[src/rtl/cal_pkg.sv]
package cal_pkg;

  typedef struct packed {
    logic [6:0] yr;
    logic [3:0] mon;
    logic [4:0] mday;
    logic [2:0] wday;
    logic [4:0] hr;
    logic [5:0] min;
    logic [5:0] sec;
  } cal_time_t;

  localparam int unsigned FIELD_CNT = 7;
  localparam logic [2:0]  OSC_RUN   = 3'b010;

  typedef enum logic [2:0] {
    F_SEC  = 3'd0,
    F_MIN  = 3'd1,
    F_HR   = 3'd2,
    F_WDAY = 3'd3,
    F_MDAY = 3'd4,
    F_MON  = 3'd5,
    F_YR   = 3'd6
  } cal_field_e;

  function automatic logic [7:0] to_bcd(input logic [6:0] v);
    logic [6:0] tens;
    logic [6:0] units;
    tens  = v / 7'd10;
    units = v % 7'd10;
    return {tens[3:0], units[3:0]};
  endfunction

  function automatic logic [6:0] from_bcd(input logic [7:0] b);
    return 7'(b[7:4]) * 7'd10 + 7'(b[3:0]);
  endfunction

  function automatic logic [7:0] encode(input logic [6:0] v, input logic bin);
    return bin ? {1'b0, v} : to_bcd(v);
  endfunction

endpackage

[src/rtl/cal_next_second.sv]
module cal_next_second
  import cal_pkg::*;
#(
  parameter int unsigned BASE_YEAR = 2000
) (
  input  cal_time_t cur,
  output cal_time_t nxt
);

  int unsigned full_yr;
  logic        leap;
  logic [4:0]  dim;

  always_comb begin
    full_yr = BASE_YEAR + 32'(cur.yr);
    leap    = (full_yr % 4 == 0) && ((full_yr % 100 != 0) || (full_yr % 400 == 0));
    case (cur.mon)
      4'd2:                      dim = leap ? 5'd29 : 5'd28;
      4'd4, 4'd6, 4'd9, 4'd11:   dim = 5'd30;
      default:                   dim = 5'd31;
    endcase
  end

  always_comb begin
    nxt = cur;
    if (cur.sec >= 6'd59) begin
      nxt.sec = '0;
      if (cur.min >= 6'd59) begin
        nxt.min = '0;
        if (cur.hr >= 5'd23) begin
          nxt.hr   = '0;
          nxt.wday = (cur.wday >= 3'd7) ? 3'd1 : cur.wday + 3'd1;
          if (cur.mday >= dim) begin
            nxt.mday = 5'd1;
            if (cur.mon >= 4'd12) begin
              nxt.mon = 4'd1;
              nxt.yr  = (cur.yr >= 7'd99) ? 7'd0 : cur.yr + 7'd1;
            end else begin
              nxt.mon = cur.mon + 4'd1;
            end
          end else begin
            nxt.mday = cur.mday + 5'd1;
          end
        end else begin
          nxt.hr = cur.hr + 5'd1;
        end
      end else begin
        nxt.min = cur.min + 6'd1;
      end
    end else begin
      nxt.sec = cur.sec + 6'd1;
    end
  end

endmodule

[src/rtl/cal_format.sv]
module cal_format
  import cal_pkg::*;
(
  input  cal_time_t                    t,
  input  logic                         bin_mode,
  input  logic                         hr24_mode,
  output logic [FIELD_CNT-1:0][7:0]    bytes_o
);

  logic       pm;
  logic [6:0] hr12;
  logic [7:0] hr12_enc;

  always_comb begin
    pm       = (t.hr >= 5'd12);
    hr12     = pm ? 7'(t.hr - 5'd12) : 7'(t.hr);
    hr12_enc = encode(hr12, bin_mode);
    bytes_o[F_SEC]  = encode(7'(t.sec), bin_mode);
    bytes_o[F_MIN]  = encode(7'(t.min), bin_mode);
    bytes_o[F_HR]   = hr24_mode ? encode(7'(t.hr), bin_mode) : {pm, hr12_enc[6:0]};
    bytes_o[F_WDAY] = encode(7'(t.wday), bin_mode);
    bytes_o[F_MDAY] = encode(7'(t.mday), bin_mode);
    bytes_o[F_MON]  = encode(7'(t.mon), bin_mode);
    bytes_o[F_YR]   = encode(t.yr, bin_mode);
  end

endmodule

[src/rtl/cal_alarm_match.sv]
module cal_alarm_match #(
  parameter int unsigned N_FIELDS = 3
) (
  input  logic [N_FIELDS-1:0][7:0] alarm,
  input  logic [N_FIELDS-1:0][7:0] value,
  output logic                     match
);

  logic [N_FIELDS-1:0] hit;

  for (genvar i = 0; i < N_FIELDS; i++) begin : g_field
    assign hit[i] = (alarm[i][7:6] == 2'b11) || (alarm[i] == value[i]);
  end

  assign match = &hit;

endmodule

[src/rtl/calendar_clock.sv]
module calendar_clock
  import cal_pkg::*;
#(
  parameter int unsigned UIP_LEAD  = 8,
  parameter int unsigned BASE_YEAR = 2000
) (
  input  logic       clk,
  input  logic       rst_n,
  input  logic       sec_tick,
  input  logic [2:0] osc_ctl,
  input  logic       set_mode,
  input  logic       bin_mode,
  input  logic       hr24_mode,
  input  logic       upd_irq_en,
  input  logic       alarm_en,
  input  logic [7:0] alarm_sec,
  input  logic [7:0] alarm_min,
  input  logic [7:0] alarm_hr,
  input  logic       wr_en,
  input  logic [2:0] wr_sel,
  input  logic [7:0] wr_data,
  output logic [7:0] sec_o,
  output logic [7:0] min_o,
  output logic [7:0] hr_o,
  output logic [7:0] wday_o,
  output logic [7:0] mday_o,
  output logic [7:0] mon_o,
  output logic [7:0] yr_o,
  output logic       uip_o,
  output logic       uf_pulse_o,
  output logic       af_pulse_o,
  output logic       irq_pulse_o
);

  localparam int unsigned CNT_W = $clog2(UIP_LEAD + 1);
  localparam logic [CNT_W-1:0] CNT_LOAD = CNT_W'(UIP_LEAD - 1);

  cal_time_t                     time_q, time_nxt;
  logic [CNT_W-1:0]              cnt_q;
  logic [FIELD_CNT-1:0][7:0]     cur_bytes, nxt_bytes;
  logic                          alarm_hit;
  logic [6:0]                    wr_val, wr_hr;

  cal_next_second #(.BASE_YEAR(BASE_YEAR)) u_next (
    .cur (time_q),
    .nxt (time_nxt)
  );

  cal_format u_fmt_cur (
    .t         (time_q),
    .bin_mode  (bin_mode),
    .hr24_mode (hr24_mode),
    .bytes_o   (cur_bytes)
  );

  cal_format u_fmt_nxt (
    .t         (time_nxt),
    .bin_mode  (bin_mode),
    .hr24_mode (hr24_mode),
    .bytes_o   (nxt_bytes)
  );

  cal_alarm_match #(.N_FIELDS(3)) u_alarm (
    .alarm ({alarm_hr, alarm_min, alarm_sec}),
    .value ({nxt_bytes[F_HR], nxt_bytes[F_MIN], nxt_bytes[F_SEC]}),
    .match (alarm_hit)
  );

  always_comb begin
    wr_val = bin_mode ? wr_data[6:0] : from_bcd(wr_data);
    wr_hr  = bin_mode ? {1'b0, wr_data[5:0]} : from_bcd({1'b0, wr_data[6:0]});
    if (!hr24_mode && wr_data[7]) wr_hr = wr_hr + 7'd12;
  end

  always_ff @(posedge clk or negedge rst_n) begin
    if (!rst_n) begin
      time_q      <= '{yr: 7'd0, mon: 4'd1, mday: 5'd1, wday: 3'd1,
                       hr: 5'd0, min: 6'd0, sec: 6'd0};
      cnt_q       <= '0;
      uip_o       <= 1'b0;
      uf_pulse_o  <= 1'b0;
      af_pulse_o  <= 1'b0;
      irq_pulse_o <= 1'b0;
    end else begin
      uf_pulse_o  <= 1'b0;
      af_pulse_o  <= 1'b0;
      irq_pulse_o <= 1'b0;
      if (set_mode) begin
        uip_o <= 1'b0;
        cnt_q <= '0;
        if (wr_en) begin
          case (cal_field_e'(wr_sel))
            F_SEC:   time_q.sec  <= wr_val[5:0];
            F_MIN:   time_q.min  <= wr_val[5:0];
            F_HR:    time_q.hr   <= wr_hr[4:0];
            F_WDAY:  time_q.wday <= wr_val[2:0];
            F_MDAY:  time_q.mday <= wr_val[4:0];
            F_MON:   time_q.mon  <= wr_val[3:0];
            F_YR:    time_q.yr   <= wr_val;
            default: ;
          endcase
        end
      end else if (uip_o) begin
        if (cnt_q == '0) begin
          time_q      <= time_nxt;
          uip_o       <= 1'b0;
          uf_pulse_o  <= 1'b1;
          af_pulse_o  <= alarm_en & alarm_hit;
          irq_pulse_o <= upd_irq_en | (alarm_en & alarm_hit);
        end else begin
          cnt_q <= cnt_q - 1'b1;
        end
      end else if (sec_tick && osc_ctl == OSC_RUN) begin
        uip_o <= 1'b1;
        cnt_q <= CNT_LOAD;
      end
    end
  end

  assign sec_o  = cur_bytes[F_SEC];
  assign min_o  = cur_bytes[F_MIN];
  assign hr_o   = cur_bytes[F_HR];
  assign wday_o = cur_bytes[F_WDAY];
  assign mday_o = cur_bytes[F_MDAY];
  assign mon_o  = cur_bytes[F_MON];
  assign yr_o   = cur_bytes[F_YR];

endmodule

[config.mk]
export PLATFORM = sky130hd
export DESIGN_NAME = calendar_clock
export DESIGN_NICKNAME = d
export VERILOG_FILES = /design/src/rtl/cal_pkg.sv /design/src/rtl/cal_next_second.sv /design/src/rtl/cal_format.sv /design/src/rtl/cal_alarm_match.sv /design/src/rtl/calendar_clock.sv
export SDC_FILE = /design/constraint.sdc
export NUM_CORES = 1
export LEC_CHECK = 0
export BUFFER_PORTS_ARGS = -buffer_cell sky130_fd_sc_hd__buf_2
export CORE_MARGIN = 2
export CORE_UTILIZATION = 40
export CTS_CLUSTER_SIZE = 20
export DETAILED_ROUTE_END_ITERATION = 8
export MAX_ROUTING_LAYER = met4
export PLACE_DENSITY = 0.62
export SLEW_MARGIN = 10
export SYNTH_ARGS = -nofsm -noshare
export SYNTH_HDL_FRONTEND = slang
export SYNTH_SLANG_ARGS = --single-unit
export TNS_END_PERCENT = 30
[constraint.sdc]
create_clock -name clk -period 14.1 [get_ports clk]
set_clock_uncertainty 0.2 [all_clocks]
set_input_delay 3.525 -clock clk [delete_from_list [all_inputs] [get_ports clk]]
set_output_delay 3.525 -clock clk [all_outputs]
set_load 0.02 [all_outputs]
==> metrics.log, run 1 <==
[metrics] wire length of the first global-routing pass: between 30000 and 40000 um
[metrics] final count of negative-setup-slack endpoints: 0
[metrics] Sum Neg Setup Slack: 0 ns
[metrics] data arrival at the endpoint of the critical path: 5.46 ns
[metrics] register-to-register path setup slack: 7.39 ns
[metrics] CP max stage cell: sky130_fd_sc_hd__buf_4
[metrics] vias in the first global route: roughly 7500
[metrics] x dimension of the die: 146 um
[metrics] # resized after CTS: 0
[metrics] WL/cell: 16.5 um
[metrics] setup repair bufs after CTS: 0
[metrics] number of primary I/O pins: 107
[metrics] number of antenna violations at the first check in global routing: 0
[metrics] remaining max-slew budget at the tightest pin: a little over a third
[metrics] detailed-placement wirelength estimate: approximately 18000 um
[metrics] post-synthesis cell count: around 1100
[metrics] sequential fraction of the synthesis area: 13.7%
[metrics] cell-by-cell trace of the critical path: buf_2 -> buf_4 -> inv_1 -> buf_4 -> mux2i_1 -> o21ai_0 -> buf_2
[metrics] number of buffers added by the clock tree synthesis step: 5
[metrics] hold-fix buffers at CTS: 0
[metrics] fraction of synthesis flops using an asynchronous set or reset pin: 100%
[metrics] CTS tree: done
[metrics] Min-Delay Path Class: reg -> reg
[metrics] number of filler cells placed in the layout: 2034
[metrics] Max Slew Vio Count: 0
[metrics] overflow left after global routing: 0
[metrics] library cells used by synthesis: 102
[metrics] total DRC errors in the routed layout: 0
[metrics] Highest Clock Rate: around 110 MHz
[metrics] maxcap violations: 0
[metrics] gpl congestion: between 0.9 and 1
[metrics] htree depth: 2
[metrics] fraction of post-synthesis cell area in the top cell type by area: 12.8%
[metrics] number of synthesized register bits: 44
[metrics] Global Route Usage Sum: 21.8%
[metrics] Bufs on Longest Clock Path: 2
[metrics] Die Footprint: ~21000 um^2
[metrics] Syn Std Cell Area: ~8000 um^2
[metrics] most used flip-flop cell after synthesis: sky130_fd_sc_hd__dfrtp_1
[metrics] crit path time final: 9.19 ns
[metrics] delay contributed by the slowest stage of the critical path: around 0.5 ns
[metrics] setup repair after global routing missed its margin: no
[metrics] layout net count: roughly 1300
[metrics] clock latency on the worst-skew pair: approximately 0.30 ns
[metrics] Avg Vias per Cell: 5.91
[metrics] library cell with the largest summed area after synthesis: sky130_fd_sc_hd__dfrtp_1
[metrics] maximum fanout along the worst path: 61
[metrics] most common cell after layout, fill and taps aside: sky130_fd_sc_hd__nor2_1
[metrics] CP Capture Type: output port
[metrics] PwrDens: 198 nW/um^2
[metrics] post-synthesis average cell area: between 7 and 8 um^2
[metrics] Total Wirelength: 23300 um
[metrics] slew at the pin closest to its max-slew limit: 0.962 ns
[metrics] First DRT Iteration DRCs: 623
[metrics] Pleak: 3.69 nW
[metrics] CTS clk-pin slew, worst paths: ~0.060 ns
[metrics] final worst path period share: 65.2%
[metrics] via count: approximately 8300
[metrics] CTS Sinks: 44
[metrics] number of enable-type register cells in the synthesized netlist: 0
[metrics] pin count of the biggest net entering global routing: 62
[metrics] startpoint class of the critical path: input pin
[metrics] antenna-violating nets left: 0
[metrics] die height: between 100 and 150 um
[metrics] number of rows created at floorplan: 51
[metrics] router iterations before antenna repair: 5
[metrics] top cells by area in the synthesized netlist: sky130_fd_sc_hd__dfrtp_1, sky130_fd_sc_hd__ha_1, sky130_fd_sc_hd__xnor2_1, sky130_fd_sc_hd__o21ai_0, sky130_fd_sc_hd__nor2_1
[metrics] area of the core: 19600 um^2
[metrics] category of the most critical setup path: in -> out
[metrics] commonest cells after routing, fill and taps aside: sky130_fd_sc_hd__nor2_1, sky130_fd_sc_hd__buf_2, sky130_fd_sc_hd__o21ai_0
[metrics] fraction of final layout cells with drive strength greater than 1: 14.0%
[metrics] initial cell density of the core: 41.1%
[metrics] final hold viol count: 0
[metrics] Root Buffer: sky130_fd_sc_hd__clkbuf_16
[metrics] sum of internal, switching and leakage power: 0.00172 W
[metrics] antenna cells: 0
[metrics] Yosys warning total: 0
[metrics] Max rail drop VDD: 156 uV
[metrics] Port-buffer cells: 94
[metrics] growth of design area from synthesis to finish: 7.65%
[metrics] result of the run: finished, final reports clean
[metrics] required time reported for the critical path endpoint: 10.38 ns
[area by class of cell]
cell class | count | area [um^2] | area share [%]
clock inverters | 2 | 35.0 | 0.405
repair buffers | 100 | 515 | 5.95
multi-input cells | 922 | 6280 | 72.6
clock buffers | 6 | 129 | 1.49
well taps | 265 | 332 | 3.83
inverters | 68 | 260 | 3.01
flip-flops and latches | 44 | 1100 | 12.8
[Yosys cell counts, types with 7 or more instances]
cell,count
sky130_fd_sc_hd__a211oi_1,19
sky130_fd_sc_hd__xnor2_1,52
sky130_fd_sc_hd__o22ai_1,18
sky130_fd_sc_hd__nand2_1,83
sky130_fd_sc_hd__buf_4,28
sky130_fd_sc_hd__nand4_1,9
sky130_fd_sc_hd__dfrtp_1,41
sky130_fd_sc_hd__o21a_1,10
sky130_fd_sc_hd__o211ai_1,14
sky130_fd_sc_hd__nor4_1,8
sky130_fd_sc_hd__nand3_1,27
sky130_fd_sc_hd__o21ai_0,85
sky130_fd_sc_hd__clkbuf_1,39
sky130_fd_sc_hd__and3_1,11
sky130_fd_sc_hd__a21oi_1,75
sky130_fd_sc_hd__mux2i_1,20
sky130_fd_sc_hd__a21o_1,15
sky130_fd_sc_hd__inv_1,63
sky130_fd_sc_hd__nand2b_1,13
sky130_fd_sc_hd__nor3_1,24
sky130_fd_sc_hd__o31ai_1,9
sky130_fd_sc_hd__or3_1,11
sky130_fd_sc_hd__mux2_2,11
sky130_fd_sc_hd__a22oi_1,8
sky130_fd_sc_hd__xor2_1,14
sky130_fd_sc_hd__ha_1,72
sky130_fd_sc_hd__nor2_1,109
sky130_fd_sc_hd__and2_1,11
sky130_fd_sc_hd__o31a_1,7
sky130_fd_sc_hd__a31oi_1,31
sky130_fd_sc_hd__nor2b_1,15
[sequential cells by signal, indices dropped and copies added, names as in the netlist]
| signal | flops |
|---|---|
| time_q | 36 |
| cnt_q | 4 |
| af_pulse_o | 1 |
| irq_pulse_o | 1 |
| uf_pulse_o | 1 |
| uip_o | 1 |
[final timing paths]
kind / from / to / cells past startpoint
worst max-delay path: bin_mode / hr_o[2] / 7
worst min-delay path: cnt_q[0]$_DFFE_PN0P_ / cnt_q[0]$_DFFE_PN0P_ / 1
worst max register to register: time_q[33]$_DFFE_PN0P_ / time_q[31]$_DFFE_PN0P_ / 22
worst min register to register: cnt_q[0]$_DFFE_PN0P_ / cnt_q[0]$_DFFE_PN0P_ / 1
max in group asynchronous: rst_n / time_q[15]$_DFFE_PN0P_ / 2
min in group asynchronous: rst_n / time_q[26]$_DFFE_PN0P_ / 2
[routing by layer]
metal  vias up  routed length [um]  share of wire [%]  global-route usage, %
met4         0                 254                1.1                   4.26
met2       203               10600                 45                   35.1
met5         -                   0                  0                      -
met1      3960               11600                 50                   30.2
li1       4130                   -                  -                      -
met3        16                 851                3.7                   1.76
[through the flow]
step	util [%]	worst slack, ns	hold WS, ns	std cells	instance area, um^2
global placement	43.4	4.91	0.292	1399	8490
finish	44.2	4.91	0.306	1407	8660
global route	44.2	4.71	0.339	1407	8660
CTS	44.2	4.91	0.306	1407	8660
detailed placement	43.4	4.92	0.298	1399	8490
floorplan	-	4.99	0.264	1113	8080
[critical path: cells and delay by family]
| kind | cells | cell delay [ns] |
|---|---|---|
| AOI/OAI and AO/OA | 1 | 0.15 |
| buffers and inverters | 5 | 1.61 |
| muxes | 1 | 0.15 |
[cells by family after synthesis]
logic type	Yosys count	synth area share [%]
compound gates	384	32.7
xor+xnor	68	7.59
fa+ha+maj	74	11.7
flops	44	13.7
simple gates	351	21.2
buf+inv	147	8.67
mux	33	4.36
other cells	1	0.0466
[where the power goes]
group	switching [W]	leakage, nW	internal [W]
clock	0.0000523	0.0808	0.0000835
combinational	0.000806	3.07	0.000535
sequential	0.0000865	0.537	0.000154
total	0.000945	3.69	0.000772
(Power assumes the default switching activity.)
==> run 2: changes to the inputs <==
--- a/config.mk
+++ b/config.mk
@@ -11,7 +11,7 @@
 export CTS_CLUSTER_SIZE = 20
 export DETAILED_ROUTE_END_ITERATION = 8
 export MAX_ROUTING_LAYER = met4
-export PLACE_DENSITY = 0.62
+export PLACE_DENSITY = 0.64
 export SLEW_MARGIN = 10
 export SYNTH_ARGS = -nofsm -noshare
 export SYNTH_HDL_FRONTEND = slang
==> constraint.sdc (replaced) <==
create_clock -name clk -period 7.7 [get_ports clk]
set_clock_uncertainty 0.2 [all_clocks]
set_input_delay 1.925 -clock clk [delete_from_list [all_inputs] [get_ports clk]]
set_output_delay 1.925 -clock clk [all_outputs]
set_load 0.02 [all_outputs]
==> metrics.log, run 2 (synthesis gave the netlist of run 1 again) <==
[metrics] required time reported for the critical path endpoint: 5.58 ns (-4.80 ns)
[metrics] PwrDens: 362 nW/um^2 (+83%)
[metrics] number of filler cells placed in the layout: 2026 (-0.39%)
[metrics] reg-to-reg endpoint: time_q[31]$_DFFE_PN0P_
[metrics] Pleak: 3.70 nW (+0.15%)
[metrics] Min-Delay Path Class: reg -> reg
[metrics] delay contributed by the slowest stage of the critical path: 0.63 ns (+0.13 ns)
[metrics] CTS Sinks: 44 (unchanged)
[metrics] setup repair after global routing missed its margin: no
[metrics] Highest Clock Rate: 143 MHz
[metrics] final hold viol count: 0 (unchanged)
[metrics] Max rail drop VDD: 273 uV (+75%)
[metrics] hold-fix buffers at CTS: 0 (unchanged)
[metrics] register area: 1100 um^2 (unchanged)
[metrics] # resized after CTS: 0 (unchanged)
[metrics] initial cell density of the core: 41.1% (unchanged)
[metrics] x dimension of the die: 146 um (unchanged)
[metrics] most flop-heavy register: time_q
[metrics] Total Wirelength: 22900 um (-1.4%)
[metrics] number of buffers added by the clock tree synthesis step: 5 (unchanged)
[metrics] crit path capture: hr_o[1]
[metrics] remaining max-slew budget at the tightest pin: 33.0% (-2.9 points)
[metrics] gpl congestion: 0.860 (-6.0%)
[metrics] WL/cell: 16.3 um (-1.4%)
[metrics] Die Footprint: 21300 um^2 (unchanged)
[metrics] overflow left after global routing: 0 (unchanged)
[metrics] number of primary I/O pins: 107 (unchanged)
[metrics] register share of total power: 13.8% (-0.2 points)
[metrics] slew at the pin closest to its max-slew limit: 1.01 ns (+0.0434 ns)
[metrics] Root Buffer: sky130_fd_sc_hd__clkbuf_16
[metrics] final worst path period share: about nine tenths
[metrics] Max Slew Vio Count: 0 (unchanged)
[metrics] startpoint class of the critical path: register
[metrics] number of antenna violations at the first check in global routing: 0 (unchanged)
[metrics] area of the core: 19600 um^2 (unchanged)
[metrics] Sw Share: 54.7% (-0.37 points)
[metrics] CP Capture Type: output port
[metrics] data arrival at the endpoint of the critical path: 4.86 ns (-0.60 ns)
[metrics] pin count of the biggest net entering global routing: 45 (-27%)
[metrics] vias in the first global route: 7618 (+1.2%)
[metrics] router iterations before antenna repair: 5 (unchanged)
[metrics] layout net count: 1262 (unchanged)
[metrics] First DRT Iteration DRCs: 634 (+1.8%)
[metrics] fraction of final layout cells with drive strength greater than 1: 14.1% (+0.088 points)
[metrics] antenna cells: 0 (unchanged)
[metrics] number of cells in the finished layout apart from fillers: 1407 (unchanged)
[metrics] crit path time final: 6.98 ns
[metrics] cell-by-cell trace of the critical path: ha_1 -> inv_1 -> ha_1 -> a21boi_1 -> mux2i_1 -> nor2_1 -> nor2_1 -> inv_1 -> a22oi_1 -> xnor2_1 -> ha_1 -> nor2_1 -> a21oi_1 -> o31ai_1 -> inv_1 -> a211oi_1 -> xnor2_1 -> buf_2
[metrics] Port-buffer cells: 94 (unchanged)
[metrics] detailed-placement wirelength estimate: 17900 um (+0.88%)
[metrics] CTS tree: done
[metrics] category of the most critical setup path: reg -> out
[metrics] CTS clk-pin slew, worst paths: 0.07 ns (about the same)
[metrics] setup repair bufs after CTS: 0 (unchanged)
[metrics] Reg-to-Reg Start: time_q[33]$_DFFE_PN0P_
[metrics] max reg flops: 36 (unchanged)
[metrics] Bufs on Longest Clock Path: 2 (unchanged)
[metrics] internal power: 0.00142 W (+84%)
[metrics] register-to-register path setup slack: 1.18 ns (-6.21 ns)
[metrics] total DRC errors in the routed layout: 0 (unchanged)
[metrics] commonest cells after routing, fill and taps aside: sky130_fd_sc_hd__nor2_1, sky130_fd_sc_hd__buf_2, sky130_fd_sc_hd__o21ai_0
[metrics] part of the power in the clock network: 8.3% (+0.4 points)
[metrics] utilization of the core after routing: 44.3% (+0.070 points)
[metrics] CP max stage cell: sky130_fd_sc_hd__mux2i_1
[metrics] start point of the critical path: time_q[15]$_DFFE_PN0P_
[metrics] Psw: 0.00172 W (+82%)
[metrics] via count: 8393 (+1.0%)
[metrics] htree depth: 2 (unchanged)
[metrics] Worst R2R Path Depth: 24 (+9.1%)
[metrics] fraction of power consumed by combinational cells: 77.8% (-0.3 points)
[metrics] maximum fanout along the worst path: 18 (-70%)
[metrics] Avg Vias per Cell: 5.97 (+1.0%)
[metrics] antenna-violating nets left: 0 (unchanged)
[metrics] result of the run: finished, final reports clean
[metrics] wire length of the first global-routing pass: 37600 um (-1.2%)
[metrics] growth of design area from synthesis to finish: 7.83%
[metrics] footprint of the multi-input gates: 6280 um^2 (unchanged)
[metrics] Global Route Usage Sum: 21.3% (-0.52 points)
[metrics] most common cell after layout, fill and taps aside: sky130_fd_sc_hd__nor2_1
[metrics] die height: 146 um (unchanged)
[metrics] clock latency on the worst-skew pair: 0.29 ns (about the same)
[metrics] registers with the most flip-flops: time_q (36), cnt_q (4)
[metrics] number of rows created at floorplan: 51 (unchanged)
[metrics] maxcap violations: 0 (unchanged)
[metrics] Sum Neg Setup Slack: 0 ns (unchanged)
[metrics] final count of negative-setup-slack endpoints: 0 (unchanged)
[metrics] Placed Cells incl. Taps: 1399 (unchanged)
-- run 2: changes by cell type in the layout (fill, tap and decap cells not counted) --
cell / previous run / this run
sky130_fd_sc_hd__clkbuf_8: 0 / 1
sky130_fd_sc_hd__clkinv_4: 1 / 2
sky130_fd_sc_hd__clkinv_2: 1 / 0
sky130_fd_sc_hd__clkbuf_1: 1 / 0
-- run 2: layout make-up --
class | instances | area share (%)
repair buffers | 100 | 5.94
well taps | 265 | 3.82
flip-flops and latches | 44 | 12.7
multi-input cells | 922 | 72.4
inverters | 68 | 3.00
clock inverters | 2 | 0.447
clock buffers | 6 | 1.60
-- run 2: critical path, delay by kind of cell, from the launching register on --
kind	cells	cell delay, ns
flip-flops	1	0.59
multiplexers	1	0.63
AND/OR/NAND/NOR	3	0.37
XOR/XNOR	2	0.27
adder cells (fa/ha/maj)	3	0.73
buffers and inverters	4	0.42
AO/OA/AOI/OAI	5	1.55
-- run 2: power groups by stage --
stage / Clock, W / Sequential [W] / Combinational [W]
5_1_grt: 0.000272 / 0.000449 / 0.00272
2_1_floorplan: 0 / 0.000339 / 0.00203
3_3_place_gp: 0 / 0.000432 / 0.00240
4_1_cts: 0.000264 / 0.000430 / 0.00243
6_report: 0.000262 / 0.000435 / 0.00245
3_5_place_dp: 0 / 0.000435 / 0.00242
-- run 2: through the flow --
| stage | setup slack (ns) | hold slack, ns | area [um^2] | power, W |
|---|---|---|---|---|
| after floorplan | 1.79 | 0.264 | 8080 | 0.00237 |
| after global placement | 1.26 | 0.290 | 8490 | 0.00283 |
| after detailed placement | 1.09 | 0.297 | 8490 | 0.00286 |
| after CTS | 0.793 | 0.315 | 8670 | 0.00313 |
| after global routing | 0.288 | 0.332 | 8670 | 0.00344 |
| final | 0.720 | 0.317 | 8670 | 0.00314 |
-- run 2: worst min-delay path by stage --
| stage | start | to | slack [ns] | cells past startpoint |
|---|---|---|---|---|
| CTS | cnt_q[0]$_DFFE_PN0P_ | cnt_q[0]$_DFFE_PN0P_ | 0.31 | 1 |
| global placement | cnt_q[0]$_DFFE_PN0P_ | cnt_q[0]$_DFFE_PN0P_ | 0.29 | 1 |
| finish | cnt_q[0]$_DFFE_PN0P_ | cnt_q[0]$_DFFE_PN0P_ | 0.32 | 1 |
| global route | cnt_q[0]$_DFFE_PN0P_ | cnt_q[0]$_DFFE_PN0P_ | 0.33 | 1 |
| floorplan | cnt_q[0]$_DFFE_PN0P_ | cnt_q[0]$_DFFE_PN0P_ | 0.26 | 1 |
| detailed placement | cnt_q[0]$_DFFE_PN0P_ | cnt_q[0]$_DFFE_PN0P_ | 0.30 | 1 |
-- run 2: routing by layer --
metal	global-route usage, %	part of all wire [%]	vias to the layer above
li1	-	-	4128
met1	29.7	48	3965
met2	34.2	46	270
met3	1.66	5.1	30
met4	3.87	1.0	0
met5	-	0	-
==> run 3: changes to the inputs <==
--- a/config.mk
+++ b/config.mk
@@ -5,6 +5,7 @@
 export SDC_FILE = /design/constraint.sdc
 export NUM_CORES = 1
 export LEC_CHECK = 0
+export ABC_AREA = 1
 export BUFFER_PORTS_ARGS = -buffer_cell sky130_fd_sc_hd__buf_2
 export CORE_MARGIN = 2
 export CORE_UTILIZATION = 40
==> metrics.log, run 3 <==
[metrics] Sum Neg Setup Slack: 0 ns (unchanged)
[metrics] library cells used by synthesis: 62 (-39%)
[metrics] main combinational cell family by area after synthesis: simple AND/OR/NAND/NOR gates
[metrics] htree depth: 2 (unchanged)
[metrics] most flop-heavy register: time_q
[metrics] post-synthesis average cell area: 6.06 um^2 (-17%)
[metrics] wire length of the first global-routing pass: 34900 um (-7.2%)
[metrics] crit path time final: 6.07 ns (-0.907 ns)
[metrics] Pleak: 4.53 nW (+23%)
[metrics] Root Buffer: sky130_fd_sc_hd__clkbuf_16
[metrics] via count: 8296 (-1.2%)
[metrics] x dimension of the die: 143 um (-1.6%)
[metrics] CTS Sinks: 44 (unchanged)
[metrics] result of the run: finished, final reports clean
[metrics] detailed-placement wirelength estimate: 17100 um (-4.4%)
[metrics] Syn Std Cell Area: 7770 um^2 (-3.4%)
[metrics] router iterations before antenna repair: 5 (unchanged)
[metrics] final hold viol count: 0 (unchanged)
[metrics] Highest Clock Rate: 165 MHz (+15%)
[metrics] fraction of synthesis flops using an asynchronous set or reset pin: 100% (unchanged)
[metrics] library cell with the largest summed area after synthesis: sky130_fd_sc_hd__nand2_1
[metrics] First DRT Iteration DRCs: 464 (-27%)
[metrics] data arrival at the endpoint of the critical path: 3.95 ns (-0.91 ns)
[metrics] clock latency on the worst-skew pair: 0.30 ns (about the same)
[metrics] category of the most critical setup path: reg -> out
[metrics] number of buffers added by the clock tree synthesis step: 5 (unchanged)
[metrics] post-route cell area: 8510 um^2 (-1.8%)
[metrics] # resized after CTS: 0 (unchanged)
[metrics] vias in the first global route: 7325 (-3.8%)
[metrics] number of synthesized register bits: 44 (unchanged)
[metrics] Placed Area: 8350 um^2 (-1.7%)
[metrics] commonest cells after routing, fill and taps aside: sky130_fd_sc_hd__nand2_1, sky130_fd_sc_hd__inv_1, sky130_fd_sc_hd__nor2_1
[metrics] Total Wirelength: 21500 um (-6.2%)
[metrics] die height: 143 um (-1.6%)
[metrics] area share of and/or/nand/nor cells after synthesis: 40.3% (+19 points)
[metrics] registers with the most flip-flops: time_q (36), cnt_q (4)
[metrics] Max Slew Vio Count: 0 (unchanged)
[metrics] number of filler cells placed in the layout: 2051 (+1.2%)
[metrics] area of the core: 18900 um^2 (-3.6%)
[metrics] Bufs on Longest Clock Path: 2 (unchanged)
[metrics] number of enable-type register cells in the synthesized netlist: 0 (unchanged)
[metrics] most common cell after layout, fill and taps aside: sky130_fd_sc_hd__nand2_1
[metrics] Placed Cells incl. Taps: 1599 (+14%)
[metrics] Min-Delay Path Class: reg -> reg
[metrics] setup repair bufs after CTS: 0 (unchanged)
[metrics] Post-Synth XOR/XNOR Area: 4.28% (-3.3 points)
[metrics] number of primary I/O pins: 107 (unchanged)
[metrics] sequential fraction of the synthesis area: 14.2% (+0.48 points)
[metrics] Max rail drop VDD: 151 uV (-45%)
[metrics] slew at the pin closest to its max-slew limit: 1.17 ns (+0.161 ns)
[metrics] WL/cell: 13.4 um (-18%)
[metrics] post-synthesis cell count: 1282 (+16%)
[metrics] final count of negative-setup-slack endpoints: 0 (unchanged)
[metrics] gpl congestion: 0.888 (+3.4%)
[metrics] fraction of final layout cells with drive strength greater than 1: 15.1% (+0.97 points)
[metrics] fraction of post-synthesis cell area in the top cell type by area: 16.4% (+3.6 points)
[metrics] number of rows created at floorplan: 50 (-2.0%)
[metrics] antenna cells: 0 (unchanged)
[metrics] final worst path period share: 78.9% (-12 points)
[metrics] initial cell density of the core: 41.1% (+0.084 points)
[metrics] Yosys warning total: 0 (unchanged)
[metrics] Global Route Usage Sum: 21.2% (-0.096 points)
[metrics] growth of design area from synthesis to finish: 9.55%
[metrics] remaining max-slew budget at the tightest pin: 21.5% (-11 points)
[metrics] setup repair after global routing missed its margin: no
[metrics] required time reported for the critical path endpoint: 5.58 ns (about the same)
[metrics] fraction of the mapped netlist area in adder cells: 12.1% (+0.41 points)
[metrics] pin count of the biggest net entering global routing: 52 (+16%)
[metrics] maximum fanout along the worst path: 9 (-9)
[metrics] antenna-violating nets left: 0 (unchanged)
[metrics] startpoint class of the critical path: register
[metrics] max reg flops: 36 (unchanged)
[metrics] Avg Vias per Cell: 5.16 (-13%)
[metrics] multiplexer share of the synthesized area: 0% (-4.4 points)
[metrics] most repeated cell in the gate-level netlist after synthesis: sky130_fd_sc_hd__nand2_1
[metrics] overflow left after global routing: 0 (unchanged)
[metrics] hold-fix buffers at CTS: 0 (unchanged)
[metrics] CTS clk-pin slew, worst paths: 0.07 ns (about the same)
[metrics] number of cells in the finished layout apart from fillers: 1607 (+14%)
[metrics] PwrDens: 367 nW/um^2 (+1.3%)
[metrics] Compound-Gate Fraction of Synth Area: 16.5% (-16 points)
[metrics] sum of internal, switching and leakage power: 0.00312 W (-0.58%)
[metrics] CP Capture Type: output port
[metrics] number of antenna violations at the first check in global routing: 0 (unchanged)
[metrics] maxcap violations: 0 (unchanged)
[metrics] top cells by area in the synthesized netlist: sky130_fd_sc_hd__nand2_1, sky130_fd_sc_hd__dfrtp_1, sky130_fd_sc_hd__ha_1, sky130_fd_sc_hd__inv_1, sky130_fd_sc_hd__nand3_1
[metrics] Die Footprint: 20600 um^2 (-3.3%)
[metrics] layout net count: 1467 (+16%)
[metrics] Port-buffer cells: 94 (unchanged)
[metrics] most instantiated cells after synthesis: sky130_fd_sc_hd__nand2_1, sky130_fd_sc_hd__inv_1, sky130_fd_sc_hd__nor2_1
[metrics] CTS tree: done
[metrics] most used flip-flop cell after synthesis: sky130_fd_sc_hd__dfrtp_1
[metrics] total DRC errors in the routed layout: 0 (unchanged)
==> run 3: layer usage <==
metal / up-vias / part of all wire [%] / track usage [%]
li1: 4306 / - / -
met1: 3769 / 50 / 30.0
met2: 201 / 45 / 33.4
met3: 20 / 4.1 / 1.77
met4: 0 / 1.3 / 4.13
met5: - / 0 / -
==> run 3: kinds of logic after synthesis <==
logic type | after synthesis
simple gates | 673
buf+inv | 233
compound gates | 219
fa+ha+maj | 74
flops | 44
xor+xnor | 38
other cells | 1
==> run 3: final timing paths <==
path	start	end	slack, ns	cells past startpoint
worst max-delay path	time_q[34]$_DFFE_PN0P_	yr_o[3]	1.63	24
worst min-delay path	cnt_q[3]$_DFFE_PN0P_	cnt_q[3]$_DFFE_PN0P_	0.28	1
worst max register to register	time_q[33]$_DFFE_PN0P_	time_q[35]$_DFFE_PN0P_	2.04	33
worst min register to register	cnt_q[3]$_DFFE_PN0P_	cnt_q[3]$_DFFE_PN0P_	0.28	1
max in group asynchronous	rst_n	time_q[12]$_DFFE_PN0P_	5.37	2
min in group asynchronous	rst_n	af_pulse_o$_DFF_PN0_	1.50	2
==> run 3: through the flow <==
stage / hold WS [ns] / utilization (%) / setup slack, ns
2_1_floorplan: 0.240 / - / 2.08
5_1_grt: 0.309 / 45.1 / 1.26
3_5_place_dp: 0.268 / 44.2 / 1.98
6_report: 0.275 / 45.1 / 1.63
4_1_cts: 0.277 / 45.1 / 1.64
3_3_place_gp: 0.258 / 44.2 / 2.05
==> run 3: area by class of cell <==
| cell class | count | area (um^2) | share of cell area [%] |
|---|---|---|---|
| clock inverter | 3 | 42.5 | 0.500 |
| inverter | 181 | 684 | 8.04 |
| sequential | 44 | 1100 | 13.0 |
| tap | 260 | 325 | 3.82 |
| multi-input combinational | 1016 | 5730 | 67.3 |
| timing repair buffer | 98 | 500 | 5.88 |
| clock buffer | 5 | 125 | 1.47 |
==> run 3: critical path, cell delays in order, from the launching register on <==
cell                      delay [ns]
sky130_fd_sc_hd__dfrtp_1        0.52
sky130_fd_sc_hd__inv_1          0.16
sky130_fd_sc_hd__ha_1           0.20
sky130_fd_sc_hd__o21ai_1        0.22
sky130_fd_sc_hd__or2_1          0.17
sky130_fd_sc_hd__and2_1         0.15
sky130_fd_sc_hd__nand2_1        0.07
sky130_fd_sc_hd__nand2_1        0.11
sky130_fd_sc_hd__nand2_1        0.09
sky130_fd_sc_hd__nand2_1        0.07
sky130_fd_sc_hd__inv_1          0.04
sky130_fd_sc_hd__o21ai_0        0.29
sky130_fd_sc_hd__nand2_1        0.12
sky130_fd_sc_hd__nand2_1        0.10
sky130_fd_sc_hd__nand2_1        0.05
sky130_fd_sc_hd__nand2_1        0.11
sky130_fd_sc_hd__inv_1          0.05
sky130_fd_sc_hd__ha_1           0.18
sky130_fd_sc_hd__or2_1          0.24
sky130_fd_sc_hd__nand4_1        0.15
sky130_fd_sc_hd__inv_1          0.06
sky130_fd_sc_hd__o21ai_1        0.11
sky130_fd_sc_hd__nand3_1        0.07
sky130_fd_sc_hd__o21ai_1        0.11
sky130_fd_sc_hd__buf_2          0.18
==> run 3: where the power goes <==
part	switching (W)	total, W	internal, W	leakage (nW)
Combinational	0.00161	0.00245	0.000841	3.93
Sequential	0.000129	0.000421	0.000292	0.526
Clock	0.000102	0.000255	0.000153	0.0798
